==> src/rtl/err_irq_ctrl.sv <==
module err_irq_ctrl #(
  parameter int NUM_ERR  = 13,
  parameter int AW       = 4,
  parameter int ECC_BIT  = 1,
  parameter int SHUT_BIT = 14
) (
  input  logic               clk,
  input  logic               rst_n,
  input  logic [NUM_ERR-1:0] hw_err,
  input  logic [7:0]         ecc_cnt,
  input  logic [7:0]         ecc_addr,
  input  logic               reg_wr,
  input  logic [AW-1:0]      reg_addr,
  input  logic [31:0]        reg_wdata,
  output logic [31:0]        reg_rdata,
  output logic               irq_ce,
  output logic               irq_nfe,
  output logic               irq_fe,
  output logic               mst_shutdown
);
  localparam logic [AW-1:0] A_SRC  = AW'(0);
  localparam logic [AW-1:0] A_MASK = AW'(1);
  localparam logic [AW-1:0] A_SET  = AW'(2);
  localparam logic [AW-1:0] A_STAT = AW'(3);
  localparam logic [AW-1:0] A_CE   = AW'(4);
  localparam logic [AW-1:0] A_NFE  = AW'(5);
  localparam logic [AW-1:0] A_FE   = AW'(6);
  localparam logic [AW-1:0] A_CTRL = AW'(7);
  localparam logic [AW-1:0] A_SEL  = AW'(8);
  localparam logic [AW-1:0] A_INFO = AW'(9);
  localparam logic [NUM_ERR-1:0] ALL_ONES = '1;
  localparam logic [NUM_ERR-1:0] CE_RST   = NUM_ERR'(1);
  localparam logic [NUM_ERR-1:0] NFE_RST  = ALL_ONES & ~CE_RST;

  logic [NUM_ERR-1:0] src_q, mask_q, ce_en_q, nfe_en_q, fe_en_q, sel_q;
  logic               shut_en_q;
  logic [15:0]        info_q;
  logic [NUM_ERR-1:0] wbits, clr, inj, status;

  assign wbits  = reg_wdata[NUM_ERR-1:0];
  assign clr    = (reg_wr && reg_addr == A_SRC) ? wbits : '0;
  assign inj    = (reg_wr && reg_addr == A_SET) ? wbits : '0;
  assign status = src_q & ~mask_q;

  always_ff @(posedge clk or negedge rst_n) begin
    if (!rst_n) begin
      src_q     <= '0;
      mask_q    <= ALL_ONES;
      ce_en_q   <= CE_RST;
      nfe_en_q  <= NFE_RST;
      fe_en_q   <= '0;
      sel_q     <= '0;
      shut_en_q <= 1'b0;
      info_q    <= '0;
    end else begin
      src_q <= (src_q & ~clr) | hw_err | inj;
      if (hw_err[ECC_BIT]) info_q <= {ecc_addr, ecc_cnt};
      if (reg_wr) begin
        case (reg_addr)
          A_MASK:  mask_q    <= wbits;
          A_CE:    ce_en_q   <= wbits;
          A_NFE:   nfe_en_q  <= wbits;
          A_FE:    fe_en_q   <= wbits;
          A_CTRL:  shut_en_q <= reg_wdata[SHUT_BIT];
          A_SEL:   sel_q     <= wbits;
          default: ;
        endcase
      end
    end
  end

  always_comb begin
    case (reg_addr)
      A_SRC:   reg_rdata = 32'(src_q);
      A_MASK:  reg_rdata = 32'(mask_q);
      A_STAT:  reg_rdata = 32'(status);
      A_CE:    reg_rdata = 32'(ce_en_q);
      A_NFE:   reg_rdata = 32'(nfe_en_q);
      A_FE:    reg_rdata = 32'(fe_en_q);
      A_CTRL:  reg_rdata = 32'(shut_en_q) << SHUT_BIT;
      A_SEL:   reg_rdata = 32'(sel_q);
      A_INFO:  reg_rdata = {info_q, 16'h0000};
      default: reg_rdata = 32'h0;
    endcase
  end

  assign irq_ce       = |(status & ce_en_q);
  assign irq_nfe      = |(status & nfe_en_q);
  assign irq_fe       = |(status & fe_en_q);
  assign mst_shutdown = shut_en_q && |(status & nfe_en_q & sel_q);
endmodule


==> config.mk <==
export PLATFORM = sky130hd
export DESIGN_NAME = err_irq_ctrl
export DESIGN_NICKNAME = d
export VERILOG_FILES = /design/src/rtl/err_irq_ctrl.sv
export SDC_FILE = /design/constraint.sdc
export NUM_CORES = 1
export LEC_CHECK = 0
export CORE_UTILIZATION = 55
export DETAILED_ROUTE_END_ITERATION = 16
export PLACE_DENSITY = 0.84
export SKIP_LAST_GASP = 1
export SYNTH_ARGS = -nofsm -noshare
export SYNTH_HDL_FRONTEND = slang
export SYNTH_SLANG_ARGS = --single-unit
==> constraint.sdc <==
create_clock -name clk -period 4.4 [get_ports clk]
set_clock_uncertainty 0.1 [all_clocks]
set_input_delay 0.88 -clock clk [delete_from_list [all_inputs] [get_ports clk]]
set_output_delay 0.88 -clock clk [all_outputs]
set_load 0.05 [all_outputs]
==> metrics.csv <==
stage,metric,value,unit
global_routing,grt_start_max_net_pins,83,
detailed_routing,avgViaCountPerCell,6.46,
worst_setup_path,worst_path_max_delay_cell,clkdlybuf4s50_1,
sta,relSlewSlack,31.5,%
sta,setup_viol,0,
placement,portBuffers,83,
outcome,status,"finished, final reports clean",
detailed_routing,drt_first_pass_iters,7,
worst_setup_path,startpoint_type,input pin,
global_routing,grt_pass1_vias,3768,
sta,timing.final.crit_period,3.85,ns
logic_synthesis,synthCells,384,
worst_setup_path,cp_cell_sequence,"clkdlybuf4s50_1, nor2b_1, and4_1, clkdlybuf4s50_1",
logic_synthesis,ys_seq_area_share,51.5,%
clock_tree,cts-htree-levels,3,
floorplanning,start_util,57.0,%
logic_synthesis,synth_enable_flop_cells,0,
floorplanning,core.rowCount,33,
worst_setup_path,worst_setup_path_end_kind,output port,
power,swShare,31.2,%
worst_setup_path,cpPeakStageDelay,0.82,ns
sta,hold_viol,0,
global_routing,grtUsageTotal,29.8,%
flow_run,cap_violations,0,
final_layout,fin_nets,535,
detailed_routing,postRouteAntennaNets,0,
clock_tree,clk_pin_slew,0.09,ns
worst_setup_path,crit_family,buffers and inverters,
worst_setup_path,critPathBufInv,2,
clock_tree,postCtsSetupBuffers,0,
sta,slew_violations,0,
power,p_seq_share,50.5,%
worst_setup_path,startpoint,reg_addr[2],
power,vdd.ir_drop.worst,229,uV
power,p_per_area,395,nW/um^2
final_layout,antennaDiodeCount,0,
global_routing,grt_pass1_wl,19600,um
sta,rsz0062_at_grt,false,
power,pwr-share-comb,25.2,%
floorplanning,design.core.area,8220,sq um
global_routing,antenna_found_initial,0,
final_layout,areaGrowthSynthToFinish,30.3,%
final_layout,drive_gt1_share,23.3,%
logic_synthesis,synth_seq_cells,95,
sta,period_share,87.5,%
worst_setup_path,cp.arrival,2.87,ns
floorplanning,dieArea,8890,sq um
global_routing,grt_remaining_overflow,0,
clock_tree,cts_made_buffers,9,
placement,place_congestion,0.881,
clock_tree,cts_resized,0,
power,power.internal,1660,uW
worst_hold_path,min_from,info_q[6],
final_layout,n_fill_cell,545,
floorplanning,chipWidth,94.3,um
logic_synthesis,syn-cell-area,4680,sq um
worst_setup_path,critical_path_class,in -> out,
logic_synthesis,ys_types,36,
power,power.switching,754,uW
placement,hpwlAfterDp,8520,um
final_layout,post-route-util,74.3,%
clock_tree,clk_latency,0.35,ns
worst_setup_path,crit_top_cell,clkdlybuf4s50_1,
logic_synthesis,synth_flop_cell,dfrtp_1,
worst_setup_path,r2r_start,src_q[7],
clock_tree,clk_path_buf_depth,2,
detailed_routing,dr.first_iter.drc_count,365,
sta,worst-slew-pin-transition,1.03,ns
floorplanning,die_h,94.3,um
sta,max_freq,260,MHz
logic_synthesis,async_reset_ff_share,100,%
worst_setup_path,path_max_fanout,8,
detailed_routing,wirelength,12500,um
detailed_routing,drc,0,
power,pwr-share-clk,24.3,%
worst_setup_path,crit_required,3.42,ns
clock_tree,cts_root_buffer,clkbuf_8,
clock_tree,clkSinkCount,95,
floorplanning,io_pins,104,
clock_tree,hold_buffers,0,
logic_synthesis,synth_area_per_cell,12.2,sq um
power,leakagePower,0.00245,uW
clock_tree,cts_tree,done,
sta,fin_setup_tns,0,ns
detailed_routing,vias,3727,
logic_synthesis,ys_warn_count,0,
detailed_routing,avgRoutedWirePerCell,21.7,um
worst_hold_path,hold_class,reg -> reg,
## kinds of logic after synthesis
logic type | Yosys count | synth area share (%)
simple gates | 111 | 13.8
flops | 95 | 51.5
mux | 82 | 19.7
compound gates | 73 | 12.5
buf+inv | 22 | 2.40
other cells | 1 | 0.0801
## cells in the final DEF (no fill, tap or decap), types with 12 or more instances in the layout
master | synthesis | routed
dfrtp_1 | 69 | 69
a222oi_1 | 13 | 13
nand2_1 | 20 | 20
and2_1 | 17 | 17
a22oi_1 | 33 | 33
clkdlybuf4s50_1 | 0 | 53
nand3_1 | 20 | 20
a221o_1 | 13 | 13
nor2_1 | 12 | 12
nor2b_1 | 14 | 14
mux2_1 | 58 | 58
mux2_2 | 24 | 24
buf_12 | 0 | 29
dfstp_2 | 26 | 26
## layer usage
layer / global-route usage (%) / up-vias / routed length, um
met2: 47.8 / 194 / 6290
met4: 10.8 / 0 / 278
met5: 0 / - / 0
met1: 40.3 / 1864 / 5050
li1: - / 1642 / -
met3: 5.58 / 27 / 911
## worst paths after layout
kind / slack (ns) / cells after the start / endpoint
setup / recovery: 0.55 / 4 / reg_rdata[14]
max in group asynchronous: 2.76 / 2 / nfe_en_q[2]
setup reg to reg: 3.43 / 1 / src_q[7]
hold / removal: 0.40 / 1 / info_q[6]
hold reg to reg: 0.40 / 1 / info_q[6]
min in group asynchronous: 0.58 / 1 / info_q[11]
## final cells by class
type                       instances  area [sq um]  share of cell area, %
sequential                        95          2410                   39.5
multi-input combinational        268          2160                   35.5
timing repair buffer              93          1190                   19.6
clock buffer                      13           159                   2.60
tap                              105           131                   2.15
clock inverter                     3          42.5                  0.697
## power groups by stage
stage          Combinational (uW)  Sequential (uW)  Clock (uW)
2_1_floorplan                 369             1180           0
3_3_place_gp                  587             1210           0
3_5_place_dp                  603             1230           0
4_1_cts                       610             1210         594
5_1_grt                       648             1240         630
6_report                      609             1220         586
## state kept, by name, indices dropped and copies added (netlist names)
signal	count
shut_en_q	1
mask_q	13
nfe_en_q	13
ce_en_q	13
info_q	16
fe_en_q	13
sel_q	13
src_q	13
## synthesized netlist by cell type, types with 2 or more instances
cell | n | share of area, %
nand4_1 | 8 | 1.1
and4b_1 | 3 | 0.64
nor2b_1 | 14 | 1.9
a221o_1 | 13 | 2.8
and2_1 | 17 | 2.3
dfrtp_1 | 69 | 37
a31oi_1 | 2 | 0.27
nand3_1 | 20 | 2.1
o21ai_0 | 11 | 1.2
buf_2 | 6 | 0.64
buf_1 | 2 | 0.16
nand2_1 | 20 | 1.6
a222oi_1 | 13 | 2.8
mux2_2 | 24 | 5.8
mux2_1 | 58 | 14
nor2_1 | 12 | 0.96
clkbuf_1 | 9 | 0.72
nand2_2 | 2 | 0.27
a22oi_1 | 33 | 5.3
dfstp_2 | 26 | 15
and3_1 | 4 | 0.53
buf_4 | 4 | 0.64
## stage by stage
stage / cells / setup WS (ns) / cell area [sq um] / total power (uW) / hold WS, ns
floorplan: 385 / 1.04 / 4690 / 1550 / 0.372
global placement: 561 / 0.614 / 5900 / 1800 / 0.381
detailed placement: 561 / 0.572 / 5900 / 1830 / 0.390
CTS: 577 / 0.530 / 6100 / 2420 / 0.407
global route: 577 / 0.456 / 6100 / 2520 / 0.425
finish: 577 / 0.549 / 6100 / 2410 / 0.403
No activity file was read; power rests on OpenSTA's default activity.
